==> src/rtl/wfr_pkg.sv <==
// Shared types and field positions for the posted-write fault recorder.
// Assumes a 32-bit register port.
package wfr_pkg;

    localparam int DATA_W   = 32;
    localparam int SIZE_W   = 3;
    localparam int ACK_W    = 2;
    localparam int SUM_BIT  = 31;
    localparam logic [3:0] RSV_VALUE = 4'h8;

    // Acknowledge code carried with a completion event
    typedef enum logic [ACK_W-1:0] {
        ACK_OK     = 2'd0,
        ACK_BUSERR = 2'd1,
        ACK_LATE   = 2'd2,
        ACK_SPARE  = 2'd3
    } ack_e;

    // Reason for a recorded failure
    typedef enum logic [1:0] {
        CAUSE_NONE   = 2'd0,
        CAUSE_LATE   = 2'd1,
        CAUSE_TMO    = 2'd2,
        CAUSE_BUSERR = 2'd3
    } cause_e;

    // Context of the access that is being tracked
    typedef struct packed {
        logic [SIZE_W-1:0] size;
        logic              sup;
        logic              rd;
    } ctx_t;

    // Status register state, kept as separate flops
    typedef struct packed {
        logic              sum;
        logic              late;
        logic              tmo;
        logic              buserr;
        logic [SIZE_W-1:0] size;
        logic              sup;
        logic              multi;
        logic              rd;
        logic              valid;
    } stat_t;

endpackage

==> src/rtl/wfr_tracker.sv <==
// Follows one access from its start to its completion and times it.
// Raises a one-cycle failure event carrying the access context.
// Assumes at most one access is open; a start seen while busy is dropped.
module wfr_tracker
    import wfr_pkg::*;
#(
    parameter int ADDR_W     = 32,
    parameter int TMO_CYCLES = 640,
    localparam int CNT_W     = $clog2(TMO_CYCLES + 1)
) (
    input  logic              clk,
    input  logic              rst_n,
    input  logic              start_i,
    input  logic              read_i,
    input  logic [ADDR_W-1:0] addr_i,
    input  logic [SIZE_W-1:0] size_i,
    input  logic              super_i,
    input  logic              done_i,
    input  logic [ACK_W-1:0]  ack_i,
    output logic              fire_o,
    output cause_e            cause_o,
    output logic [ADDR_W-1:0] fault_addr_o,
    output ctx_t              fault_ctx_o,
    output logic              busy_o,
    output logic [CNT_W-1:0]  cnt_o
);

    localparam logic [CNT_W-1:0] LAST = CNT_W'(TMO_CYCLES - 1);

    logic              busy_q;
    logic [CNT_W-1:0]  cnt_q;
    logic [ADDR_W-1:0] addr_q;
    ctx_t              ctx_q;
    logic              expire;

    assign expire = busy_q && !done_i && (cnt_q == LAST);

    // Decide whether the current cycle closes the open access with a failure
    always_comb begin
        fire_o  = 1'b0;
        cause_o = CAUSE_NONE;
        if (busy_q && done_i) begin
            unique case (ack_e'(ack_i))
                ACK_BUSERR: begin fire_o = 1'b1; cause_o = CAUSE_BUSERR; end
                ACK_LATE:   begin fire_o = 1'b1; cause_o = CAUSE_LATE;   end
                default:    begin fire_o = 1'b0; cause_o = CAUSE_NONE;   end
            endcase
        end else if (expire) begin
            fire_o  = 1'b1;
            cause_o = CAUSE_TMO;
        end
    end

    // Open, time and close the tracked access
    always_ff @(posedge clk) begin
        if (!rst_n) begin
            busy_q <= 1'b0;
            cnt_q  <= '0;
            addr_q <= '0;
            ctx_q  <= '0;
        end else if (busy_q) begin
            if (done_i || expire) begin
                busy_q <= 1'b0;
                cnt_q  <= '0;
            end else begin
                cnt_q <= cnt_q + 1'b1;
            end
        end else if (start_i) begin
            busy_q     <= 1'b1;
            cnt_q      <= '0;
            addr_q     <= addr_i;
            ctx_q.size <= size_i;
            ctx_q.sup  <= super_i;
            ctx_q.rd   <= read_i;
        end
    end

    assign fault_addr_o = addr_q;
    assign fault_ctx_o  = ctx_q;
    assign busy_o       = busy_q;
    assign cnt_o        = cnt_q;

endmodule

==> src/rtl/wfr_capture.sv <==
// Holds the status flags and the fault address.
// The first failure loads the full context; later ones only mark "multiple".
// A clear in the same cycle as a failure is applied first, so that failure
// becomes the new first record.
module wfr_capture
    import wfr_pkg::*;
#(
    parameter int ADDR_W = 32
) (
    input  logic              clk,
    input  logic              rst_n,
    input  logic              fire_i,
    input  cause_e            cause_i,
    input  logic [ADDR_W-1:0] addr_i,
    input  ctx_t              ctx_i,
    input  logic              clr_i,
    output stat_t             stat_o,
    output logic [ADDR_W-1:0] far_o
);

    stat_t             stat_q, stat_d;
    logic [ADDR_W-1:0] far_q, far_d;

    // Next-state: apply the clear, then fold in a failure event
    always_comb begin
        stat_d = stat_q;
        far_d  = far_q;
        if (clr_i) begin
            stat_d = '0;
        end
        if (fire_i) begin
            if (!stat_d.sum) begin
                stat_d.sum    = 1'b1;
                stat_d.late   = (cause_i == CAUSE_LATE);
                stat_d.tmo    = (cause_i == CAUSE_TMO);
                stat_d.buserr = (cause_i == CAUSE_BUSERR);
                stat_d.size   = ctx_i.size;
                stat_d.sup    = ctx_i.sup;
                stat_d.rd     = ctx_i.rd;
                stat_d.valid  = 1'b1;
                far_d         = addr_i;
            end else begin
                stat_d.multi = 1'b1;
            end
        end
    end

    // Register the status flags and the fault address
    always_ff @(posedge clk) begin
        if (!rst_n) begin
            stat_q <= '0;
            far_q  <= '0;
        end else begin
            stat_q <= stat_d;
            far_q  <= far_d;
        end
    end

    assign stat_o = stat_q;
    assign far_o  = far_q;

endmodule

==> src/rtl/wfr_regport.sv <==
// Register port: the read multiplexer and the write decode.
// Only the clear-on-write of the summary bit has an effect; all other
// written bits, and writes to the address register, are dropped.
module wfr_regport
    import wfr_pkg::*;
#(
    parameter int ADDR_W = 32
) (
    input  logic              sel_i,
    input  logic              wr_i,
    input  logic [DATA_W-1:0] wdata_i,
    input  stat_t             stat_i,
    input  logic [ADDR_W-1:0] far_i,
    output logic [DATA_W-1:0] rdata_o,
    output logic              clr_o
);

    logic [DATA_W-1:0] status_word;

    // Assemble the status word from its fields
    always_comb begin
        status_word        = '0;
        status_word[31]    = stat_i.sum;
        status_word[30]    = stat_i.late;
        status_word[29]    = stat_i.tmo;
        status_word[28]    = stat_i.buserr;
        status_word[27:25] = stat_i.size;
        status_word[24]    = stat_i.sup;
        status_word[23:20] = RSV_VALUE;
        status_word[19]    = stat_i.multi;
        status_word[18]    = stat_i.rd;
        status_word[17]    = stat_i.valid;
    end

    // Select the register that is read
    always_comb begin
        rdata_o = sel_i ? DATA_W'(far_i) : status_word;
    end

    // Decode the write-one-to-clear of the summary bit
    always_comb begin
        clr_o = wr_i && !sel_i && wdata_i[SUM_BIT];
    end

endmodule

==> src/rtl/wfault_recorder.sv <==
// Top level of the posted-write fault recorder.
// Connects the access tracker, the capture registers and the register port.
// Assumes ADDR_W <= 32 and TMO_CYCLES >= 1.
module wfault_recorder
    import wfr_pkg::*;
#(
    parameter int ADDR_W     = 32,
    parameter int TMO_CYCLES = 640,
    localparam int CNT_W     = $clog2(TMO_CYCLES + 1)
) (
    input  logic              clk,
    input  logic              rst_n,
    input  logic              acc_start,
    input  logic              acc_read,
    input  logic [ADDR_W-1:0] acc_addr,
    input  logic [2:0]        acc_size,
    input  logic              acc_super,
    input  logic              acc_done,
    input  logic [1:0]        acc_ack,
    input  logic              reg_sel,
    input  logic              reg_wr,
    input  logic [31:0]       reg_wdata,
    output logic [31:0]       reg_rdata
);

    logic              fire;
    cause_e            cause;
    logic [ADDR_W-1:0] trk_addr;
    ctx_t              trk_ctx;
    logic              busy;
    logic [CNT_W-1:0]  cnt;
    stat_t             stat_q;
    logic [ADDR_W-1:0] far_q;
    logic              clr;

    wfr_tracker #(.ADDR_W(ADDR_W), .TMO_CYCLES(TMO_CYCLES)) u_trk (
        .clk(clk), .rst_n(rst_n),
        .start_i(acc_start), .read_i(acc_read), .addr_i(acc_addr),
        .size_i(acc_size), .super_i(acc_super),
        .done_i(acc_done), .ack_i(acc_ack),
        .fire_o(fire), .cause_o(cause), .fault_addr_o(trk_addr),
        .fault_ctx_o(trk_ctx), .busy_o(busy), .cnt_o(cnt)
    );

    wfr_capture #(.ADDR_W(ADDR_W)) u_cap (
        .clk(clk), .rst_n(rst_n),
        .fire_i(fire), .cause_i(cause), .addr_i(trk_addr), .ctx_i(trk_ctx),
        .clr_i(clr), .stat_o(stat_q), .far_o(far_q)
    );

    wfr_regport #(.ADDR_W(ADDR_W)) u_reg (
        .sel_i(reg_sel), .wr_i(reg_wr), .wdata_i(reg_wdata),
        .stat_i(stat_q), .far_i(far_q),
        .rdata_o(reg_rdata), .clr_o(clr)
    );

endmodule

==> config.mk <==
export PLATFORM = sky130hd
export DESIGN_NAME = wfault_recorder
export DESIGN_NICKNAME = d
export VERILOG_FILES = /design/src/rtl/wfr_pkg.sv /design/src/rtl/wfr_tracker.sv /design/src/rtl/wfr_capture.sv /design/src/rtl/wfr_regport.sv /design/src/rtl/wfault_recorder.sv
export SDC_FILE = /design/constraint.sdc
export NUM_CORES = 1
export LEC_CHECK = 0
export BUFFER_PORTS_ARGS = -buffer_cell sky130_fd_sc_hd__buf_2
export CAP_MARGIN = 15
export CELL_PAD_IN_SITES_DETAIL_PLACEMENT = 0
export CELL_PAD_IN_SITES_GLOBAL_PLACEMENT = 1
export CORE_MARGIN = 8
export CORE_UTILIZATION = 40
export DETAILED_ROUTE_END_ITERATION = 7
export GPL_ROUTABILITY_DRIVEN = 0
export PLACE_DENSITY = 0.9
export SETUP_SLACK_MARGIN = 0.3
export SYNTH_ARGS = -nofsm -noshare
export SYNTH_HDL_FRONTEND = slang
export SYNTH_HIERARCHICAL = 1
export SYNTH_SLANG_ARGS = --single-unit
==> constraint.sdc <==
create_clock -name clk -period 6.1 [get_ports clk]
set_input_delay 1.22 -clock clk [delete_from_list [all_inputs] [get_ports clk]]
set_output_delay 1.22 -clock clk [all_outputs]
set_load 0.02 [all_outputs]
==> run_results.csv, run 1 <==
group,metric,value,unit
run_status,outcome,"complete, no violations",
place,pre_cts_slack,2550,ps
min_path,holdCritPathClass,"flop to flop",
synthesis,synth-edff-count,0,
clocking,clk_pin_slew,90,ps
synthesis,synth_seq_cells,91,
power,switching_power,272,uW
worst_setup_path,cp.required,4880,ps
final_layout,fillerInstances,988,
floorplan,io_pins,109,
synthesis,ys_seq_area_share,45.9,%
sta,whs,453,ps
worst_setup_path,arrival,2300,ps
routing,wire_per_inst,13.9,um
synthesis,synthCells,466,
synthesis,synth_area,3970,um2
sta,finalSetupViolCount,0,
clocking,post_cts_buffers,0,
clocking,cts_buffers,9,
global_route,grt_pass1_wl,15000,um
synthesis,synthesis.nets,545,
clocking,cts_tree,"yes",
routing,vias,3212,
flow_run,maxCapViolCount,0,
routing,viasPerCell,4.87,
worst_setup_path,worstPathCellList,"buf_2 > mux2_2 > buf_2",
routing,drc_errors,0,
power,irDropWorstVdd,0.000137,V
sta,tightest_slew,953,ps
place,postPlaceCellArea,4330,um2
floorplan,die_area,13400,um2
floorplan,die_w,116,um
synthesis,synthFlopType,"dfxtp_1",
synthesis,synthArstFlopShare,0,%
floorplan,start_util,40.8,%
global_route,first_global_vias,3152,
global_route,grt-ovfl-total,0,
worst_setup_path,setup.worst_path.start_class,"input pin",
synthesis,syn_area_per_cell,8.52,um2
power,seqPwrFrac,52.2,%
final_layout,final_cell_mix,"148 x nand2_1, 91 x dfxtp_1, 77 x buf_2",
sta,tns,0,ps
place,dp_hpwl,5870,um
final_layout,final_common_cell,"nand2_1",
sta,finalCritPeriodShare,57.6,%
power,power_frac_comb,8.2,%
final_layout,layout.nets,601,
worst_setup_path,critical-path-max-stage-delay,490,ps
final_layout,drive_above_1_share,21.5,%
sta,maxSlewViolCount,0,
clocking,cts_resized,0,
clocking,root_buffer,"clkbuf_8",
routing,first_pass_iters,4,
floorplan,rows,36,
place,io_buffers,77,
worst_setup_path,critPathMostFrequentCell,"buf_2",
sta,relSlewSlack,36.3,%
routing,drt-total-wl,9170,um
worst_setup_path,cp_top_family,"buffers and inverters",
clocking,postCtsHoldBufs,0,
worst_setup_path,critPathMaxFanout,33,
global_route,grt_use_total,14.1,%
sta,worst_slack,2580,ps
floorplan,core,9730,um2
worst_setup_path,slowest_stage,"buf_2",
routing,drt_iter0_drc,157,
final_layout,post-route-util,46.9,%
clocking,htree_levels,3,
power,p_total,1.19,mW
power,internal_power,917,uW
clocking,insertion_delay,350,ps
power,p_leak,1.80,nW
power,sw_frac_of_total,22.9,%
sta,fin_crit,3520,ps
clocking,clock-sinks,91,
final_layout,fin_area,4560,um2
clocking,clockBufferDepth,2,
final_layout,area_growth,14.8,%
final_layout,antenna_cells,0,
sta,fin_skew,10.3,ps
routing,ant_nets,0,
sta,final-hold-violation-count,0,
sta,clock.fmax,284,MHz
worst_setup_path,worstSetupPathType,"input pin to output port",
worst_setup_path,cp_num_buf_inv,2,
synthesis,yosysWarnings,6,
worst_setup_path,end_kind,"output port",
synthesis,synthDistinctLibCells,40,
global_route,grt_max_degree,85,
floorplan,dieHeight,116,um
power,p_clk_share,39.5,%
global_route,antenna_found_initial,0,
final_layout,final_cells,659,
power,power_density,261,nW/um2
sta,rsz0062_at_grt,"false",
place,place_inst,644,
## sequential cells by signal, summed over array words and instances (netlist names)
name / count
u_trk/fault_addr_o: 32
u_trk/cnt_o: 10
u_cap/stat_o: 11
u_trk/busy_o: 1
u_cap/far_o: 32
u_trk/fault_ctx_o: 5
## cell type report
cell class	instances	area (um2)	area share, %
flip-flops and latches	91	1820	39.9
inverters	3	11.3	0.247
well taps	133	166	3.65
repair buffers	80	408	8.94
clock buffers	10	128	2.80
clock inverters	5	103	2.25
multi-input cells	337	1920	42.2
## synth_stat cells (2+ instances only)
| library cell | n | area share [%] |
|---|---|---|
| nor3b_1 | 3 | 0.57 |
| o211ai_1 | 2 | 0.38 |
| buf_6 | 6 | 1.7 |
| mux2_2 | 11 | 3.1 |
| nor2b_1 | 2 | 0.31 |
| a31oi_1 | 3 | 0.47 |
| o21ai_0 | 9 | 1.1 |
| nor2_1 | 6 | 0.57 |
| a311oi_1 | 2 | 0.44 |
| dfxtp_1 | 91 | 46 |
| clkbuf_1 | 13 | 1.2 |
| inv_1 | 3 | 0.28 |
| buf_2 | 12 | 1.5 |
| nand2_1 | 148 | 14 |
| o21a_1 | 2 | 0.38 |
| nand4_1 | 8 | 1.3 |
| nor3_1 | 2 | 0.25 |
| or3_1 | 2 | 0.31 |
| ha_1 | 2 | 0.63 |
| a21oi_1 | 45 | 5.7 |
| clkbuf_8 | 3 | 1.0 |
| and2_1 | 21 | 3.3 |
| nand2b_1 | 3 | 0.47 |
| mux2i_1 | 35 | 8.8 |
| nand3_1 | 6 | 0.76 |
| nand3b_1 | 12 | 2.3 |
## worst paths after layout
kind / from / to / slack, ps / cells past startpoint
worst max register to register: u_trk/cnt_o[0] / u_cap/far_o[29] / 2990 / 6
worst min-delay path: u_cap/far_o[22] / u_cap/far_o[22] / 450 / 2
worst min register to register: u_cap/far_o[22] / u_cap/far_o[22] / 450 / 2
worst max-delay path: reg_sel / reg_rdata[18] / 2580 / 3
## power groups by stage
stage               Combinational, mW  Sequential (mW)  Clock [mW]
global placement               0.0971            0.634           0
CTS                            0.0989            0.621       0.484
finish                         0.0979            0.621       0.470
detailed placement             0.0987            0.635           0
floorplan                      0.0705            0.633           0
global route                    0.110            0.624       0.511
## worst register-to-register path, delay by kind of cell, from the launching register on
family	cells	cell delay (ps)
compound gates	1	670
fa+ha+maj	1	210
flops	1	390
mux	1	300
simple gates	3	1460
## cell families after synthesis
group,count (synthesis),share of synthesized area (%)
AO/OA/AOI/OAI,67,9.26
buffers and inverters,38,5.89
flip-flops,91,45.9
adder cells (fa/ha/maj),2,0.630
multiplexers,46,11.9
AND/OR/NAND/NOR,222,26.4
## per-layer routing
layer | vias to the layer above | wire length [um] | GRT usage (%)
met5 | - | 0 | 0
met4 | 0 | 30 | 5.45
met3 | 2 | 493 | 3.23
met2 | 53 | 4400 | 23.7
met1 | 1499 | 4250 | 17.0
li1 | 1658 | - | -
Power figures use the tool's default switching activity.
==> inputs of run 2 (changes only) <==
ABC_AREA = 1   (was default)
CORE_UTILIZATION = 37   (was 40)
PLACE_DENSITY = 0.87   (was 0.9)
clock period = 3.5 ns   (was 6.1 ns; I/O delays follow)
==> run 2 against run 1 <==
  * Flip-flop and latch count unchanged
  * Combinational power rose to 2.5 times the previous value
  * Register-to-register slack worse by 1300 ps
  * Sequential power up 80%
  * Critical path depth up 2
  * Count of clock-buffer cells in the layout down 1
  * Clock power up 72%
  * Power up 83%
==> run_results.csv, run 2 <==
group,metric,value,unit
worst_setup_path,ff2ff_setup_slack,1650,ps
clocking,post_cts_buffers,0,
clocking,cts_resized,0,
place,place_inst,776,
sta,tns,0,ps
synthesis,syn_area_per_cell,6.94,um2
worst_setup_path,setup.worst_path.start_class,"input pin",
synthesis,synth_top_area_cell,"dfxtp_1",
clocking,postCtsHoldBufs,0,
synthesis,yosysMostFrequentCell,"nor2_1",
worst_setup_path,cp.required,2800,ps
routing,drt_iter0_drc,107,
synthesis,yosysWarnings,6,
synthesis,synthArstFlopShare,0,%
synthesis,synthDistinctLibCells,28,
place,io_buffers,77,
clocking,clk_pin_slew,80,ps
flow_run,maxCapViolCount,0,
floorplan,start_util,37.6,%
global_route,grt_use_total,13.3,%
sta,final-hold-violation-count,0,
floorplan,die_w,121,um
synthesis,synthCells,585,
synthesis,ys_seq_area_share,44.9,%
clocking,cts_buffers,9,
worst_setup_path,end_kind,"output port",
synthesis,synth_seq_cells,91,
worst_setup_path,critical-path-max-stage-delay,340,ps
sta,finalCritPeriodShare,67.3,%
final_layout,drive_above_1_share,18.3,%
final_layout,antenna_cells,0,
worst_setup_path,arrival,1660,ps
routing,viasPerCell,4.48,
routing,drt-total-wl,9520,um
place,pre_cts_slack,1020,ps
power,p_leak,2.34,nW
min_path,holdCritPathClass,"flop to flop",
global_route,first_global_vias,3455,
synthesis,synth_area,4060,um2
floorplan,core,10800,um2
routing,vias,3548,
power,irDropWorstVdd,0.000172,V
synthesis,synth-edff-count,0,
worst_setup_path,critPathMaxFanout,20,
global_route,grt_pass1_wl,15900,um
final_layout,final_cells,792,
global_route,antenna_found_initial,0,
run_status,outcome,"complete, no violations",
power,power_density,463,nW/um2
sta,fin_skew,12.2,ps
sta,rsz0062_at_grt,"false",
place,postPlaceCellArea,4470,um2
clocking,clock-sinks,91,
global_route,grt-ovfl-total,0,
floorplan,io_pins,109,
final_layout,area_growth,15.7,%
routing,ant_nets,0,
synthesis,synthTopCellsByArea,"dfxtp_1 45%, nor2_1 15%, nand2_1 13%, nand3b_1 6.1%, o21ai_0 5.1%",
place,dp_hpwl,6660,um
clocking,insertion_delay,350,ps
routing,drc_errors,0,
sta,finalSetupViolCount,0,
final_layout,layout.nets,726,
final_layout,fin_area,4700,um2
floorplan,die_area,14600,um2
sta,fin_crit,2360,ps
routing,wire_per_inst,12.0,um
floorplan,dieHeight,121,um
sta,tightest_slew,695,ps
synthesis,synthTopCellsByCount,"160 x nor2_1, 142 x nand2_1, 91 x dfxtp_1",
clocking,clockBufferDepth,2,
final_layout,final_cell_mix,"160 x nor2_1, 142 x nand2_1, 91 x dfxtp_1",
synthesis,yosys.area.top_type_share,44.9,%
global_route,grt_max_degree,40,
sta,clock.fmax,425,MHz
worst_setup_path,worstPathCellList,"buf_2 > buf_4 > nand2_1 > nand2_1 > buf_2",
worst_setup_path,slowest_stage,"buf_2",
worst_setup_path,worstSetupPathType,"input pin to output port",
synthesis,synthFlopType,"dfxtp_1",
clocking,root_buffer,"clkbuf_8",
clocking,htree_levels,3,
routing,first_pass_iters,4,
sta,worst_slack,1140,ps
floorplan,rows,38,
sta,relSlewSlack,53.6,%
final_layout,final_common_cell,"nor2_1",
clocking,cts_tree,"yes",
sta,maxSlewViolCount,0,
synthesis,synthesis.nets,664,
==> run 2: critical path: cells and delay by family <==
kind | cells | cell delay, ps
AND/OR/NAND/NOR | 2 | 150
buffers and inverters | 3 | 800
==> run 2: worst paths after layout <==
kind,cells after the start,start,end
setup / recovery,5,reg_sel,reg_rdata[18]
hold / removal,2,u_trk/fault_addr_o[8],u_trk/fault_addr_o[8]
setup reg to reg,9,u_trk/busy_o,u_cap/far_o[16]
hold reg to reg,2,u_trk/fault_addr_o[8],u_trk/fault_addr_o[8]
==> run 2: per-layer routing <==
layer / GRT usage, % / routed length, um
met1: 15.9 / 4490
met2: 23.1 / 4630
met3: 2.75 / 327
met4: 4.92 / 79
met5: 0 / 0
==> run 2: final cells by class <==
type | instances | area [um2]
clock buffer | 9 | 124
clock inverter | 7 | 104
fill | 1150 | 6100
inverter | 43 | 161
multi-input combinational | 417 | 1860
sequential | 91 | 1820
tap | 140 | 175
timing repair buffer | 85 | 445
==> run 2: through the flow <==
step	utilization (%)	hold WS, ps	power, mW
after global placement	41.4	456	1.39
final	43.5	478	2.17
after CTS	43.5	479	2.20
after global routing	43.5	491	2.28
after detailed placement	41.4	462	1.39
after floorplan	-	437	1.32
==> run 2: power by group <==
part           total [mW]  switching, mW  internal, mW
registers            1.12         0.0260          1.09
logic               0.247          0.153        0.0948
clock network       0.809          0.394         0.415
total                2.17          0.572          1.60
==> run 2: logic make-up (layout without fill, tap and decap cells) <==
kind of cell | count (synthesis) | in the layout | synth area share [%]
AOI/OAI and AO/OA | 57 | 57 | 7.74
xor gates and xnor gates | 2 | 2 | 0.432
adders and majority gates | 2 | 2 | 0.616
buffers and inverters | 77 | 144 | 9.19
DFF | 91 | 91 | 44.9
and+or+nand+nor | 356 | 356 | 37.1
==> inputs of run 3 (changes only) <==
clock period = 2.39 ns   (was 3.5 ns; I/O delays follow)
==> run 3 against run 2 <==
  * Combinational power is 48% higher
  * Highest routed layer unchanged
  * Register-to-register slack worse by 1100 ps
  * First-iteration DRC count is 55% higher
  * Clock skew is 0.67 ps lower
  * Die area stayed put
  * Cell count is 0.13% higher
  * Routed wire length is 1.2% lower
  * Critical path type unchanged
  * Non-clock buffer count is 1 higher
  * Count of clock-buffer cells in the layout is 1 higher
==> run_results.csv, run 3 (synthesis results as in run 2) <==
group,metric,value,unit
sta,maxSlewViolCount,0,
routing,drc_errors,0,
global_route,first_global_vias,3338,
place,dp_hpwl,6490,um
min_path,min_from,"acc_addr[27]",
floorplan,core,10800,um2
global_route,grt_pass1_wl,15700,um
floorplan,die_w,121,um
clocking,insertion_delay,370,ps
routing,viasPerCell,4.47,
floorplan,io_pins,109,
worst_setup_path,critPathMaxFanout,18,
sta,rsz0062_at_grt,"false",
clocking,clk_pin_slew,90,ps
routing,wire_per_inst,11.9,um
floorplan,rows,38,
sta,finalSetupViolCount,0,
sta,fin_crit,1900,ps
final_layout,post-route-util,43.6,%
final_layout,area_growth,16.0,%
clocking,cts_tree,"yes",
min_path,holdCritPathClass,"input pin to flop",
place,place_inst,777,
global_route,grt_use_total,13.2,%
final_layout,fin_area,4710,um2
min_path,holdPathEnd,"u_trk/fault_addr_o[27]",
clocking,root_buffer,"clkbuf_8",
worst_setup_path,reg2regPathDepth,10,
routing,vias,3543,
routing,drt_iter0_drc,166,
worst_setup_path,worstReg2RegStart,"u_trk/cnt_o[1]",
power,power_density,651,nW/um2
floorplan,start_util,37.6,%
floorplan,dieHeight,121,um
worst_setup_path,setup.worst_path.start_class,"input pin",
clocking,clockBufferDepth,2,
worst_setup_path,end_kind,"output port",
min_path,hold_depth,3,
place,pre_cts_slack,210,ps
power,p_leak,2.34,nW
clocking,cts_buffers,9,
flow_run,maxCapViolCount,0,
worst_setup_path,ff2ff_setup_slack,510,ps
routing,drt-total-wl,9400,um
sta,fin_skew,11.5,ps
worst_setup_path,cp.required,1910,ps
place,postPlaceCellArea,4500,um2
worst_setup_path,rr_endpoint,"u_cap/far_o[4]",
sta,finalCritPeriodShare,79.4,%
power,irDropWorstVdd,0.000258,V
clocking,htree_levels,3,
final_layout,layout.nets,727,
global_route,antenna_found_initial,0,
run_status,outcome,"complete, no violations",
final_layout,drive_above_1_share,18.4,%
sta,worst_slack,493,ps
clocking,clock-sinks,91,
final_layout,final_cells,793,
routing,first_pass_iters,4,
floorplan,die_area,14600,um2
sta,final-hold-violation-count,0,
place,io_buffers,77,
final_layout,antenna_cells,0,
worst_setup_path,worstSetupPathType,"input pin to output port",
sta,tightest_slew,742,ps
global_route,grt-ovfl-total,0,
final_layout,fillerInstances,1132,
sta,whs,358,ps
routing,ant_nets,0,
sta,clock.fmax,527,MHz
worst_setup_path,arrival,1420,ps
power,p_total,3.07,mW
global_route,grt_max_degree,64,
final_layout,final_cell_mix,"160 x nor2_1, 142 x nand2_1, 91 x dfxtp_1",
final_layout,final_common_cell,"nor2_1",
sta,tns,0,ps
sta,relSlewSlack,50.4,%
## run 3: layer usage
metal | track usage (%) | share of wire [%] | vias to the layer above
met3 | 3.78 | 3.8 | 10
met4 | 4.68 | 1.4 | 0
met5 | 0 | 0 | -
met1 | 16.7 | 49 | 1552
met2 | 21.0 | 46 | 57
li1 | - | - | 1924
## run 3: cell type report
type | count | area, um2 | area share, %
Clock buffer | 10 | 138 | 2.92
Clock inverter | 6 | 65.1 | 1.38
Inverter | 43 | 161 | 3.43
Multi-Input combinational cell | 417 | 1860 | 39.6
Sequential cell | 91 | 1820 | 38.7
Tap cell | 140 | 175 | 3.72
Timing Repair Buffer | 86 | 482 | 10.2
## run 3: repair_timing
action | in CTS | in global routing
hold buffers | 0 | 0
resized for setup | 0 | 1
buffers inserted | 0 | 0
endpoints found under the setup margin | 0 | 1
## run 3: critical path, stage by stage
cell	delay [ps]
buf_2	280
buf_4	310
nand2_1	70
nand2_1	100
buf_2	170
## run 3: worst max-delay path by stage
stage | from | endpoint | slack (ps) | cells past startpoint
final | reg_sel | reg_rdata[29] | 490 | 5
after global routing | u_trk/cnt_o[0] | u_cap/stat_o[6] | 320 | 9
after CTS | u_trk/cnt_o[0] | u_cap/far_o[4] | 450 | 10
after detailed placement | acc_ack[0] | u_cap/far_o[4] | 210 | 10
after global placement | acc_ack[0] | u_cap/far_o[11] | 280 | 10
after floorplan | acc_ack[1] | u_cap/stat_o[5] | 430 | 11
## run 3: power breakdown
| group | switching [mW] | internal (mW) | total (mW) |
|---|---|---|---|
| Combinational | 0.222 | 0.144 | 0.366 |
| Sequential | 0.0406 | 1.60 | 1.64 |
| Clock | 0.549 | 0.512 | 1.06 |
